--- config.mk ---
export PLATFORM = sky130hd
export DESIGN_NAME = ci_collision_ctrl
export DESIGN_NICKNAME = d
export VERILOG_FILES = /design/src/rtl/ci_ctrl_pkg.sv /design/src/rtl/ci_square_osc.sv /design/src/rtl/ci_sqe_timer.sv /design/src/rtl/ci_jabber.sv /design/src/rtl/ci_led_stretch.sv /design/src/rtl/ci_collision_ctrl.sv
export SDC_FILE = /design/constraint.sdc
export NUM_CORES = 1
export LEC_CHECK = 0
export CORE_ASPECT_RATIO = 0.6
export CORE_MARGIN = 3
export CORE_UTILIZATION = 31
export CTS_BUF_LIST = sky130_fd_sc_hd__clkbuf_4 sky130_fd_sc_hd__clkbuf_8
export DETAILED_ROUTE_END_ITERATION = 16
export DONT_BUFFER_PORTS = 1
export HOLD_SLACK_MARGIN = 0.02
export PLACE_DENSITY = 0.55
export SLEW_MARGIN = 40
export SYNTH_ARGS = -nofsm -noshare
export SYNTH_HDL_FRONTEND = slang
export SYNTH_SLANG_ARGS = --single-unit
--- constraint.sdc ---
create_clock -name clk -period 1.8 [get_ports clk]
set_input_delay 0.18 -clock clk [delete_from_list [all_inputs] [get_ports clk]]
set_output_delay 0.18 -clock clk [all_outputs]
set_load 0.02 [all_outputs]
--- src/rtl/ci_ctrl_pkg.sv ---
package ci_ctrl_pkg;

    typedef enum logic [1:0] {
        SQE_IDLE  = 2'd0,
        SQE_WAIT  = 2'd1,
        SQE_BURST = 2'd2
    } sqe_state_e;

    // sources feeding the shared collision oscillator
    typedef struct packed {
        logic col;
        logic sqe;
        logic jab;
    } osc_src_t;

    localparam int LED_COUNT = 3;
    localparam int LED_TX    = 0;
    localparam int LED_RX    = 1;
    localparam int LED_COL   = 2;

    function automatic int cnt_bits(input int limit);
        return (limit < 2) ? 1 : $clog2(limit + 1);
    endfunction

    function automatic int max2(input int a, input int b);
        return (a > b) ? a : b;
    endfunction

endpackage

--- src/rtl/ci_square_osc.sv ---
module ci_square_osc
    import ci_ctrl_pkg::*;
#(
    parameter int HALF_CYC = 2
) (
    input  logic clk,
    input  logic rst,
    input  logic en,
    output logic wave_p,
    output logic wave_n
);
    localparam int W = cnt_bits(HALF_CYC);
    localparam logic [W-1:0] HALF_LAST = W'(HALF_CYC - 1);

    logic [W-1:0] cnt;
    logic         ph;

    always_ff @(posedge clk) begin
        if (rst || !en) begin
            cnt <= '0;
            ph  <= 1'b0;
        end else if (cnt == HALF_LAST) begin
            cnt <= '0;
            ph  <= ~ph;
        end else begin
            cnt <= cnt + 1'b1;
        end
    end

    assign wave_p = en & ph;
    assign wave_n = en & ~ph;


    osc_start_phase_chk: assert property (@(posedge clk) disable iff (rst)
        $rose(en) |-> (!wave_p && wave_n));


    osc_complement_chk: assert property (@(posedge clk) disable iff (rst)
        en |-> (wave_p != wave_n));

endmodule

--- src/rtl/ci_sqe_timer.sv ---
module ci_sqe_timer
    import ci_ctrl_pkg::*;
#(
    parameter int DELAY_CYC = 40,
    parameter int LEN_CYC   = 40
) (
    input  logic clk,
    input  logic rst,
    input  logic tx_act,
    input  logic sqe_en,
    input  logic link_ok,
    input  logic jab,
    output logic burst
);
    localparam int CW = cnt_bits(max2(DELAY_CYC, LEN_CYC));
    localparam logic [CW-1:0] DELAY_LAST = CW'(DELAY_CYC - 1);
    localparam logic [CW-1:0] LEN_LAST   = CW'(LEN_CYC - 1);

    sqe_state_e    state;
    logic [CW-1:0] cnt;
    logic          tx_prev;
    logic          tx_end;

    assign tx_end = tx_prev & ~tx_act;

    always_ff @(posedge clk) begin
        if (rst) begin
            state   <= SQE_IDLE;
            cnt     <= '0;
            tx_prev <= 1'b0;
        end else begin
            tx_prev <= tx_act;
            case (state)
                SQE_IDLE: begin
                    cnt <= '0;
                    if (tx_end && sqe_en && link_ok && !jab)
                        state <= SQE_WAIT;
                end
                SQE_WAIT: begin
                    if (tx_act) begin
                        state <= SQE_IDLE;
                        cnt   <= '0;
                    end else if (cnt == DELAY_LAST) begin
                        state <= SQE_BURST;
                        cnt   <= '0;
                    end else begin
                        cnt <= cnt + 1'b1;
                    end
                end
                SQE_BURST: begin
                    if (tx_act || cnt == LEN_LAST) begin
                        state <= SQE_IDLE;
                        cnt   <= '0;
                    end else begin
                        cnt <= cnt + 1'b1;
                    end
                end
                default: begin
                    state <= SQE_IDLE;
                    cnt   <= '0;
                end
            endcase
        end
    end

    assign burst = (state == SQE_BURST);


    sqe_in_gap_chk: assert property (@(posedge clk) disable iff (rst)
        $rose(burst) |-> !tx_act);


    sqe_cancel_chk: assert property (@(posedge clk) disable iff (rst)
        (burst && tx_act) |=> !burst);

endmodule

--- src/rtl/ci_jabber.sv ---
module ci_jabber
    import ci_ctrl_pkg::*;
#(
    parameter int LIMIT_CYC = 2000,
    parameter int UNJAB_CYC = 4000
) (
    input  logic clk,
    input  logic rst,
    input  logic tx_act,
    output logic jab
);
    localparam int RW = cnt_bits(LIMIT_CYC);
    localparam int IW = cnt_bits(UNJAB_CYC);
    localparam logic [RW-1:0] RUN_LAST  = RW'(LIMIT_CYC - 1);
    localparam logic [IW-1:0] IDLE_LAST = IW'(UNJAB_CYC - 1);

    logic [RW-1:0] run_cnt;
    logic [IW-1:0] idle_cnt;

    always_ff @(posedge clk) begin
        if (rst) begin
            jab      <= 1'b0;
            run_cnt  <= '0;
            idle_cnt <= '0;
        end else if (!jab) begin
            idle_cnt <= '0;
            if (!tx_act) begin
                run_cnt <= '0;
            end else if (run_cnt == RUN_LAST) begin
                run_cnt <= '0;
                jab     <= 1'b1;
            end else begin
                run_cnt <= run_cnt + 1'b1;
            end
        end else begin
            run_cnt <= '0;
            if (tx_act) begin
                idle_cnt <= '0;
            end else if (idle_cnt == IDLE_LAST) begin
                idle_cnt <= '0;
                jab      <= 1'b0;
            end else begin
                idle_cnt <= idle_cnt + 1'b1;
            end
        end
    end


    jab_entry_chk: assert property (@(posedge clk) disable iff (rst)
        $rose(jab) |-> $past(tx_act));


    jab_exit_chk: assert property (@(posedge clk) disable iff (rst)
        $fell(jab) |-> !$past(tx_act));

endmodule

--- src/rtl/ci_led_stretch.sv ---
module ci_led_stretch
    import ci_ctrl_pkg::*;
#(
    parameter int ON_CYC = 300
) (
    input  logic clk,
    input  logic rst,
    input  logic event_in,
    output logic led_n
);
    localparam int W = cnt_bits(ON_CYC);
    localparam logic [W-1:0] ON_LOAD = W'(ON_CYC);

    logic [W-1:0] cnt;

    always_ff @(posedge clk) begin
        if (rst)
            cnt <= '0;
        else if (event_in)
            cnt <= ON_LOAD;
        else if (cnt != '0)
            cnt <= cnt - 1'b1;
    end

    assign led_n = (cnt == '0);


    led_lit_chk: assert property (@(posedge clk) disable iff (rst)
        event_in |=> !led_n);

endmodule

--- src/rtl/ci_collision_ctrl.sv ---
module ci_collision_ctrl
    import ci_ctrl_pkg::*;
#(
    parameter int OSC_HALF_CYC   = 2,
    parameter int SQE_DELAY_CYC  = 40,
    parameter int SQE_LEN_CYC    = 40,
    parameter int JAB_LIMIT_CYC  = 2000,
    parameter int UNJAB_IDLE_CYC = 4000,
    parameter int LED_ON_CYC     = 300
) (
    input  logic clk,
    input  logic rst,
    input  logic tx_act,
    input  logic rx_act,
    input  logic tx_data,
    input  logic rx_data,
    input  logic link_ok,
    input  logic lb_off,
    input  logic sqe_en,
    output logic col_osc_en,
    output logic col_wave_p,
    output logic col_wave_n,
    output logic di_data,
    output logic tx_enable,
    output logic led_tx_n,
    output logic led_rx_n,
    output logic led_col_n,
    output logic led_jab_n
);
    osc_src_t             src;
    logic                 col_q;
    logic                 sqe_burst;
    logic                 jab;
    logic [LED_COUNT-1:0] led_evt;
    logic [LED_COUNT-1:0] led_n_vec;

    // collision flag: both directions busy with loopback in use
    always_ff @(posedge clk) begin
        if (rst)
            col_q <= 1'b0;
        else
            col_q <= tx_act & rx_act & ~lb_off;
    end

    // loopback select: DO echoes only while transmitting alone
    assign di_data = (tx_act & ~rx_act & ~lb_off) ? tx_data : rx_data;

    ci_sqe_timer #(
        .DELAY_CYC (SQE_DELAY_CYC),
        .LEN_CYC   (SQE_LEN_CYC)
    ) u_sqe (
        .clk     (clk),
        .rst     (rst),
        .tx_act  (tx_act),
        .sqe_en  (sqe_en),
        .link_ok (link_ok),
        .jab     (jab),
        .burst   (sqe_burst)
    );

    ci_jabber #(
        .LIMIT_CYC (JAB_LIMIT_CYC),
        .UNJAB_CYC (UNJAB_IDLE_CYC)
    ) u_jab (
        .clk    (clk),
        .rst    (rst),
        .tx_act (tx_act),
        .jab    (jab)
    );

    assign src.col    = col_q;
    assign src.sqe    = sqe_burst;
    assign src.jab    = jab;
    assign col_osc_en = |src;

    ci_square_osc #(
        .HALF_CYC (OSC_HALF_CYC)
    ) u_osc (
        .clk    (clk),
        .rst    (rst),
        .en     (col_osc_en),
        .wave_p (col_wave_p),
        .wave_n (col_wave_n)
    );

    assign led_evt[LED_TX]  = tx_act;
    assign led_evt[LED_RX]  = rx_act;
    assign led_evt[LED_COL] = col_q;

    for (genvar g = 0; g < LED_COUNT; g++) begin : g_led
        ci_led_stretch #(
            .ON_CYC (LED_ON_CYC)
        ) u_led (
            .clk      (clk),
            .rst      (rst),
            .event_in (led_evt[g]),
            .led_n    (led_n_vec[g])
        );
    end

    assign led_tx_n  = led_n_vec[LED_TX];
    assign led_rx_n  = led_n_vec[LED_RX];
    assign led_col_n = led_n_vec[LED_COL];
    assign tx_enable = ~jab;
    assign led_jab_n = ~jab;


    lb_off_no_col_chk: assert property (@(posedge clk) disable iff (rst)
        lb_off |=> !src.col);


    col_release_chk: assert property (@(posedge clk) disable iff (rst)
        (!tx_act || !rx_act) |=> !src.col);


    jab_osc_chk: assert property (@(posedge clk) disable iff (rst)
        !tx_enable |-> col_osc_en);

endmodule

; ---- Word level (Yosys, flattened, before mapping)
; Index checks and enable logic that the tools add are counted.
; Widths: inputs -> output; s select.
[classes]
addsub = 7
n_eq_ne = 9
bitwise_logic = 12
muxes = 21
n_reduce_logical = 25
[op_table]
columns = operator, n
row1 = $mux 9, 6
row2 = $logic_not 9->1, 3
row3 = $reduce_bool 9->1, 3
row4 = $sub 9x1->9 const B, 3
row5 = $mux 6, 3
row6 = $add 12x1->12 const B, 1
row7 = $eq 12x12->1 const B, 1
row8 = $pmux 6 s2, 1
row9 = $add 11x1->11 const B, 1
row10 = $eq 11x11->1 const B, 1
row11 = $mux 2, 4
row12 = $reduce_or 2->1, 4
row13 = $reduce_or 4->1, 2
row14 = $and 1x1->1, 7
row15 = $add 6x1->6 const B, 1
row16 = $eq 6x6->1 const B, 1
row17 = $mux 1, 6
row18 = $pmux 2 s3, 1
row19 = $reduce_bool 2->1, 3
row20 = $not 1->1, 5
row21 = $eq 2x1->1 const B, 2
row22 = $ne 2x1->1 const B, 2
row23 = $logic_and 1x1->1, 3
row24 = $ne 3x2->1 const B, 1
row25 = other kinds (7), 9
[totals]
wordCells = 89
ff_bits = 64

; ---- Longest topological paths before layout
; Gate-level depths: netlist of run 1.
[logic_depth]
depth_word = 7
depth_mapped = 6

; ---- Cells and area by module
; From an unflattened synthesis of run 1, not the netlist that was laid out.
[hier_totals]
cells_unflattened = 356
area_unflattened_um2 = 3069.2
[by_module_without_submodules]
columns = mod, seq_area_each_um2, cells_each, n_inst, area_per_inst_um2
row1 = ci_led_stretch, 180.2, 58, 3, 467.9
row2 = ci_jabber, 480.5, 118, 1, 1047.3
row3 = ci_sqe_timer, 180.2, 45, 1, 422.9
row4 = ci_square_osc, 60.1, 12, 1, 117.6
row5 = ci_collision_ctrl, 20.0, 7, 1, 77.6

; ---- Worst setup path after synthesis of run 1
; OpenSTA, ideal clock, no wires.
[synth_path]
kind = register to register
from = register g_led[2].u_led.cnt[0]
to = register g_led[2].u_led.cnt[6]
setup_slack_ps = 119
n_path_buf = 0
period_less_slack_ps = 1681
setup_ps = 128
arrival_time_ps = 1554
stages_incl_launch_ff = 7
path_cell_list = dfxtp_1 inv_1 ha_1 or3b_1 a2111oi_1 xnor2_1 nor3_2
[synth_between]
elab_chain_len = 1
elab_cells_between_ends = 2
cone_classes = add/sub (1) / reduce/logical (1)
[synth_rtl]
columns = item, line_no
row1 = "start, declared", ci_led_stretch.sv:14  ; logic [W-1:0] cnt;
row2 = "start signal, assigned", ci_led_stretch.sv:22  ; cnt <= cnt - 1'b1;
row3 = $sub 9x1->9 or $reduce_bool 9->1 (tied branches), "ci_led_stretch.sv:22, ci_led_stretch.sv:21"
; Several ways; a longest one is shown, not always the timed one.
; A chain may end at the register's enable or synchronous reset.

; ---- Final worst setup path of run 1
[layout_path]
from = register g_led[1].u_led.cnt[1]
to = register g_led[1].u_led.cnt[5]
[layout_between]
elab_chain_len = 3
elab_cells_between_ends = 5
cone_classes = add/sub (1) / mux (2) / reduce/logical (2)
[layout_rtl]
columns = item, line_no
row1 = "start, declared", ci_led_stretch.sv:14
row2 = "start signal, assigned", ci_led_stretch.sv:22
row3 = $sub 9x1->9, ci_led_stretch.sv:22
row4 = $mux 9, ci_led_stretch.sv:21  ; else if (cnt != '0)
row5 = $mux 9, ci_led_stretch.sv:19  ; else if (event_in)
; Several ways; a longest one is shown, not always the timed one. The select of a mux whose other input is x is not followed.

==> results of run 1 <==
-- cell type report --
type | instances | area [um^2]
fill | 885 | 5310
tap | 126 | 158
multi-input combinational | 238 | 1640
sequential | 64 | 1280
timing repair buffer | 19 | 143
clock inverter | 6 | 108
clock buffer | 10 | 131
inverter | 21 | 81.3
-- state kept, by name, indices dropped and copies added, names as in the netlist --
register,count
u_sqe.state,2
u_jab.jab,1
col_q,1
u_jab.idle_cnt,12
u_osc.cnt,2
u_osc.ph,1
u_sqe.cnt,6
u_jab.run_cnt,11
g_led.u_led.cnt,27
u_sqe.tx_prev,1
-- per-layer routing --
metal  vias to the layer above  global-route usage [%]
met3                         6                    5.01
met1                      1044                    14.9
met4                         0                    4.72
met5                         -                       0
li1                       1191                       -
met2                        38                    17.6
-- Yosys cell counts, drive strengths merged (5+ instances only) --
cell type and number:
a21oi 13, a31oi 5, dfxtp 64, ha 12, inv 20, mux2i 5
nand2 15, nand3 12, nand4 6, nor2 61, nor3 14, nor4 6
xnor2 26, xor2 10
-- cells by family after synthesis --
kind of cell	synth area share, %
AND/OR/NAND/NOR	26.4
flip-flops	43.8
XOR/XNOR	10.8
AO/OA/AOI/OAI	8.12
buffers and inverters	3.72
adder cells (fa/ha/maj)	5.13
multiplexers	2.09
-- through the flow --
| stage | total power, mW | hold WS, ns | setup slack, ns | cell area [um^2] | instances |
|---|---|---|---|---|---|
| 2_1_floorplan | 2.37 | 0.252 | 0.119 | 2930 | 329 |
| 3_3_place_gp | 2.52 | 0.252 | 0.0902 | 3160 | 463 |
| 3_5_place_dp | 2.53 | 0.254 | -0.0310 | 3160 | 463 |
| 4_1_cts | 4.10 | 0.0367 | -0.0125 | 3450 | 481 |
| 5_1_grt | 4.46 | 0.0445 | -0.0257 | 3540 | 484 |
| 6_report | 4.23 | 0.0590 | 0.0479 | 3540 | 484 |
-- worst paths after layout --
check	from	cells after the start	to
max reg2reg	g_led[1].u_led.cnt[1]	7	g_led[1].u_led.cnt[5]
min reg2reg	u_osc.cnt[0]	1	u_osc.cnt[0]
min	rst	2	u_sqe.state[0]
max	g_led[1].u_led.cnt[1]	7	g_led[1].u_led.cnt[5]
-- report_power, final --
| group | leakage [nW] | switching, mW | internal (mW) | total [mW] |
|---|---|---|---|---|
| sequential | 0.522 | 0.149 | 1.53 | 1.68 |
| combinational | 0.644 | 0.521 | 0.544 | 1.07 |
| clock | 0.120 | 0.551 | 0.930 | 1.48 |
-- critical path, delay by kind of cell (launching register included) --
family / cells / cell delay (ns)
AO/OA/AOI/OAI: 3 / 0.35
adder cells (fa/ha/maj): 1 / 0.18
buffers and inverters: 2 / 0.26
flip-flops: 1 / 0.34
AND/OR/NAND/NOR: 1 / 0.50
-- timing repair --
action,CTS,global route
resized for setup,8,15
endpoints found under the setup margin,5,15
endpoints found under the hold margin,23,0
pin swaps,0,1
hold buffers,2,0
buffers inserted,0,3
==> metrics.md, run 1 <==
| Metric | Value |
|---|---|
| Outcome | `finished, final reports clean` |
| Core Area | `8850 um^2` |
| Gr usage total | `11.7%` |
| Fmax | `571 MHz` |
| CTS Sinks | `64` |
| Post-Route M1 WL | `3030 um` |
| CTS tree | `done` |
| Num rows | `26` |
| DR iter-0 viols | `124` |
| Top Ports | `18` |
| Setup Viol. Count Final | `0` |
| Crit path required time | `2.01 ns` |
| Number of global-route vias before repair | `2,153` |
| Crit-path max FO | `4` |
| WL met2 | `2440 um` |
| Util after Layout | `40.0%` |
| Final hold vios | `0` |
| Initial antenna violation count | `0` |
| N_diodes | `0` |
| Final Max Slew Viols | `0` |
| Mapped Nets | `350` |
| EDFF count, synth | `0` |
| Netlist cell types | `49` |
| TNS Setup | `0 ns` |
| CTS buffer count | `9` |
| Register area share after synthesis | `43.8%` |
| Die area | `10,700 um^2` |
| HPWL Detailed | `3990 um` |
| Longest Clk Path Bufs | `2` |
| Mapped Avg Cell Area | `8.90 um^2` |
| Top cells by area, synth | `dfxtp_1 (44%), nor2_1 (7.8%), xnor2_1 (7.8%), ha_1 (5.1%), xor2_1 (3.0%)` |
| Die W | `131 um` |
| CP max stage delay | `0.50 ns` |
| Chip Height | `81.3 um` |
| Initial Util | `33.1%` |
| DR WL met3 | `292 um` |
| Slew of the pin with the lowest slew margin | `0.465 ns` |
| #FFs+latches synth | `64` |
| Clock Latency Late Sink | `0.34 ns` |
| Clock skew | `0.00466 ns` |
| Pwr Density | `1190 nW/um^2` |
| Final Cycle Share | `97.3%` |
| Largest net degree at the start of global routing | `24` |
| Critical setup path kind | `flip-flop to flip-flop` |
| Endpoint type of the worst setup path | `flip-flop` |
| DR DRC count | `0` |
| Critical path cell sequence | `inv_1, ha_1, or4b_1, buf_4, a31oi_2, a31o_2, a21oi_1` |
| First-pass GRT wire length | `9870 um` |
| Final ANT Viol Nets | `0` |
| Worst hold path type | `input port to flip-flop` |
| Synthesized cell area | `2930 um^2` |
| GPL Wtd Cong | `0.758` |
| Worst-path clk slew | `0.07 ns` |
| Layout cells sized above 1 | `16.8%` |
| Vias post-DR | `2,279` |
| Max IR drop VDD | `0.399 mV` |
| Max_cap viols | `0` |
| DR WL/cell | `12.0 um` |
| Fin crit period | `1.75 ns` |
| TritonRoute pass-1 iters | `4` |
| Slowest-stage cell, CP | `or4b_1` |
| Most common cell after layout, fill and taps aside | `dfxtp_1` |
| Largest area contributor in the netlist | `dfxtp_1` |
| CP arrival | `1.96 ns` |
| Synth Flop Type | `dfxtp_1` |
| Routed WL | `5820 um` |
| Htree depth | `3` |
| Most frequent cells in the layout | `dfxtp_1 (64), nor2_1 (61), xnor2_1 (26), inv_1 (18), buf_4 (17)` |
| Clock root cell | `clkbuf_8` |
| Max-slew headroom | `69.0%` |
| Port-buffer cells | `0` |
| Gate Count Post-Synth | `329` |
| Vias per inst | `4.71` |
| YS warnings | `0` |
| Asr flop ratio synth | `0%` |
| Startpoint Class | `flip-flop` |
| Pleak | `1.29 nW` |
| Congestion Overflow GR | `0` |
| Reg2reg setup slack | `0.05 ns` |
| Layout Nets | `374` |
| Area Growth Syn to Fin | `21.0%` |
| Top layer in use | `met4` |
| Post-synth top area share | `43.8%` |
Note: power is estimated with default switching activity, not from simulation.
==> run 2: changes to the inputs <==
==> constraint.sdc (replaced) <==
create_clock -name clk -period 1.8 [get_ports clk]
set_input_delay 0.36 -clock clk [delete_from_list [all_inputs] [get_ports clk]]
set_output_delay 0.36 -clock clk [all_outputs]
set_load 0.01 [all_outputs]
==> run 2 against run 1 <==
Hold slack improved by 0.014 ns. Clock skew rose by 0.0061 ns. Via count fell by 0.88%. Sequential cell count did not move. Global-route usage fell by 0.21 points. Largest cell class unchanged. Routed wire length rose by 0.40%. Fmax rose by 1.3%. Count of clock-buffer cells in the layout rose by 3. Sequential share of layout area fell by 0.36 points. Clock power fell by 5%.
==> metrics.md, run 2 (synthesis results as in run 1) <==
| Metric | Value |
|---|---|
| Hold Buf Count CTS | `0` |
| DR DRC count | `0` |
| Fin crit period | `1.73 ns` |
| Vias post-DR | `2,259` |
| Final Cycle Share | `96.1%` |
| WP buf/inv | `2` |
| Num rows | `26` |
| HPWL Detailed | `3970 um` |
| Initial antenna violation count | `0` |
| Post-route cell area | `3590 um^2` |
| DP Area | `3190 um^2` |
| Final hold vios | `0` |
| Max_cap viols | `0` |
| Largest net degree at the start of global routing | `26` |
| Vias per inst | `4.63` |
| Slew of the pin with the lowest slew margin | `0.399 ns` |
| DR WL/cell | `12.0 um` |
| Final ANT Viol Nets | `0` |
| Die W | `131 um` |
| Post-Route M1 WL | `3110 um` |
| Final Max Slew Viols | `0` |
| Htree depth | `3` |
| Layout cells sized above 1 | `20.4%` |
| Layout Nets | `378` |
| Filler Cell Count | `876` |
| Max-slew headroom | `72.7%` |
| DR iter-0 viols | `118` |
| Core Area | `8850 um^2` |
| Routed WL | `5840 um` |
| Hold_ws | `0.0725 ns` |
| Startpoint Class | `flip-flop` |
| Critical setup path kind | `flip-flop to primary output` |
| GPL Wtd Cong | `0.786` |
| CTS Sinks | `64` |
| Largest register by flop count | `g_led.u_led.cnt` |
| Setup Viol. Count Final | `0` |
| WL met2 | `2460 um` |
| Top Ports | `18` |
| Crit-path max FO | `4` |
| Max reg flops | `27` |
| CTS buffer count | `9` |
| CP max stage delay | `0.34 ns` |
| CTS tree | `done` |
| Number of global-route vias before repair | `2,132` |
| Slowest-stage cell, CP | `dfxtp_1` |
| Congestion Overflow GR | `0` |
| Port-buffer cells | `0` |
| Pleak | `1.31 nW` |
| Outcome | `finished, final reports clean` |
| Crit path required time | `1.44 ns` |
| Placed Instances | `466` |
| N_diodes | `0` |
| CP arrival | `1.37 ns` |
| Die area | `10,700 um^2` |
| Longest Clk Path Bufs | `2` |
| Worst-path clk slew | `0.07 ns` |
| Pwr Density | `1180 nW/um^2` |
| Top layer in use | `met4` |
| Final Instance Count excl. Fillers | `488` |
| Fmax | `578 MHz` |
| Most frequent cells in the layout | `nor2_1 (60), dfxtp_1 (60), xnor2_1 (26), buf_4 (22)` |
| Worst hold path type | `input port to flip-flop` |
| TritonRoute pass-1 iters | `4` |
| Clock root cell | `clkbuf_8` |
| Clock Latency Late Sink | `0.34 ns` |
| Initial Util | `33.1%` |
| Util after Layout | `40.6%` |
| Gr usage total | `11.5%` |
| First-pass GRT wire length | `9850 um` |
| Area of the multi-input gates | `1660 um^2` |
| Area Growth Syn to Fin | `22.7%` |
| Clock skew | `0.0108 ns` |
| Register area | `1290 um^2` |
| Chip Height | `81.3 um` |
| Endpoint type of the worst setup path | `primary output` |
| Critical path cell sequence | `inv_1, ha_4, nor4b_4, nand2_1, inv_2` |
| DR WL met3 | `219 um` |
| Regs by FF count | `g_led.u_led.cnt: 27 flops, u_jab.idle_cnt: 12 flops, u_jab.run_cnt: 11 flops` |
| CP top delay family | `flip-flops` |
| Max IR drop VDD | `0.384 mV` |
==> run 2: path summary, 6_finish.rpt <==
| kind | start | to | slack, ns | cells after the start |
|---|---|---|---|---|
| hold / removal | rst | g_led[2].u_led.cnt[6] | 0.07 | 1 |
| setup / recovery | g_led[1].u_led.cnt[1] | led_rx_n | 0.07 | 5 |
| setup reg to reg | g_led[1].u_led.cnt[1] | g_led[1].u_led.cnt[3] | 0.08 | 7 |
| hold reg to reg | u_osc.cnt[0] | u_osc.cnt[0] | 0.43 | 1 |
==> run 2: per-stage QoR <==
step / worst slack, ns / power (mW) / setup TNS [ns]
6_report: 0.0707 / 4.23 / 0
5_1_grt: -0.0288 / 4.49 / -0.0535
4_1_cts: -0.0297 / 4.01 / -0.0297
3_5_place_dp: 0.0167 / 2.55 / 0
3_3_place_gp: 0.0332 / 2.54 / 0
2_1_floorplan: 0.119 / 2.35 / 0
==> run 2: routing by layer <==
layer / vias to the layer above / track usage, %
met1: 1042 / 15.2
li1: 1193 / -
met5: - / 0
met4: 0 / 3.98
met2: 19 / 16.6
met3: 5 / 5.07
==> run 2: power breakdown <==
part           internal [mW]  leakage [nW]  switching (mW)
Sequential              1.54         0.524           0.144
Combinational          0.628         0.671           0.511
Clock                  0.863         0.118           0.541
==> run 2: cell type report <==
class                   count  area share (%)
well taps                 126            4.39
multi-input cells         238            46.2
clock inverters             3            1.81
flip-flops and latches     64            35.8
clock buffers              13            4.46
repair buffers             23            5.16
inverters                  21            2.19
==> run 2: worst reg2reg max path: stages, from the launching register on <==
cell,delay [ns]
dfxtp_1,0.38
inv_1,0.11
ha_4,0.18
nor4b_4,0.13
a2111oi_0,0.44
buf_4,0.19
xnor2_1,0.10
a21oi_1,0.08
==> run 2: repair_timing <==
item | 4_1_cts | 5_1_grt
setup buffers | 0 | 6
pin swaps | 2 | 6
hold endpoints to repair | 0 | 0
gates resized for setup | 10 | 22
endpoints found under the setup margin | 3 | 12
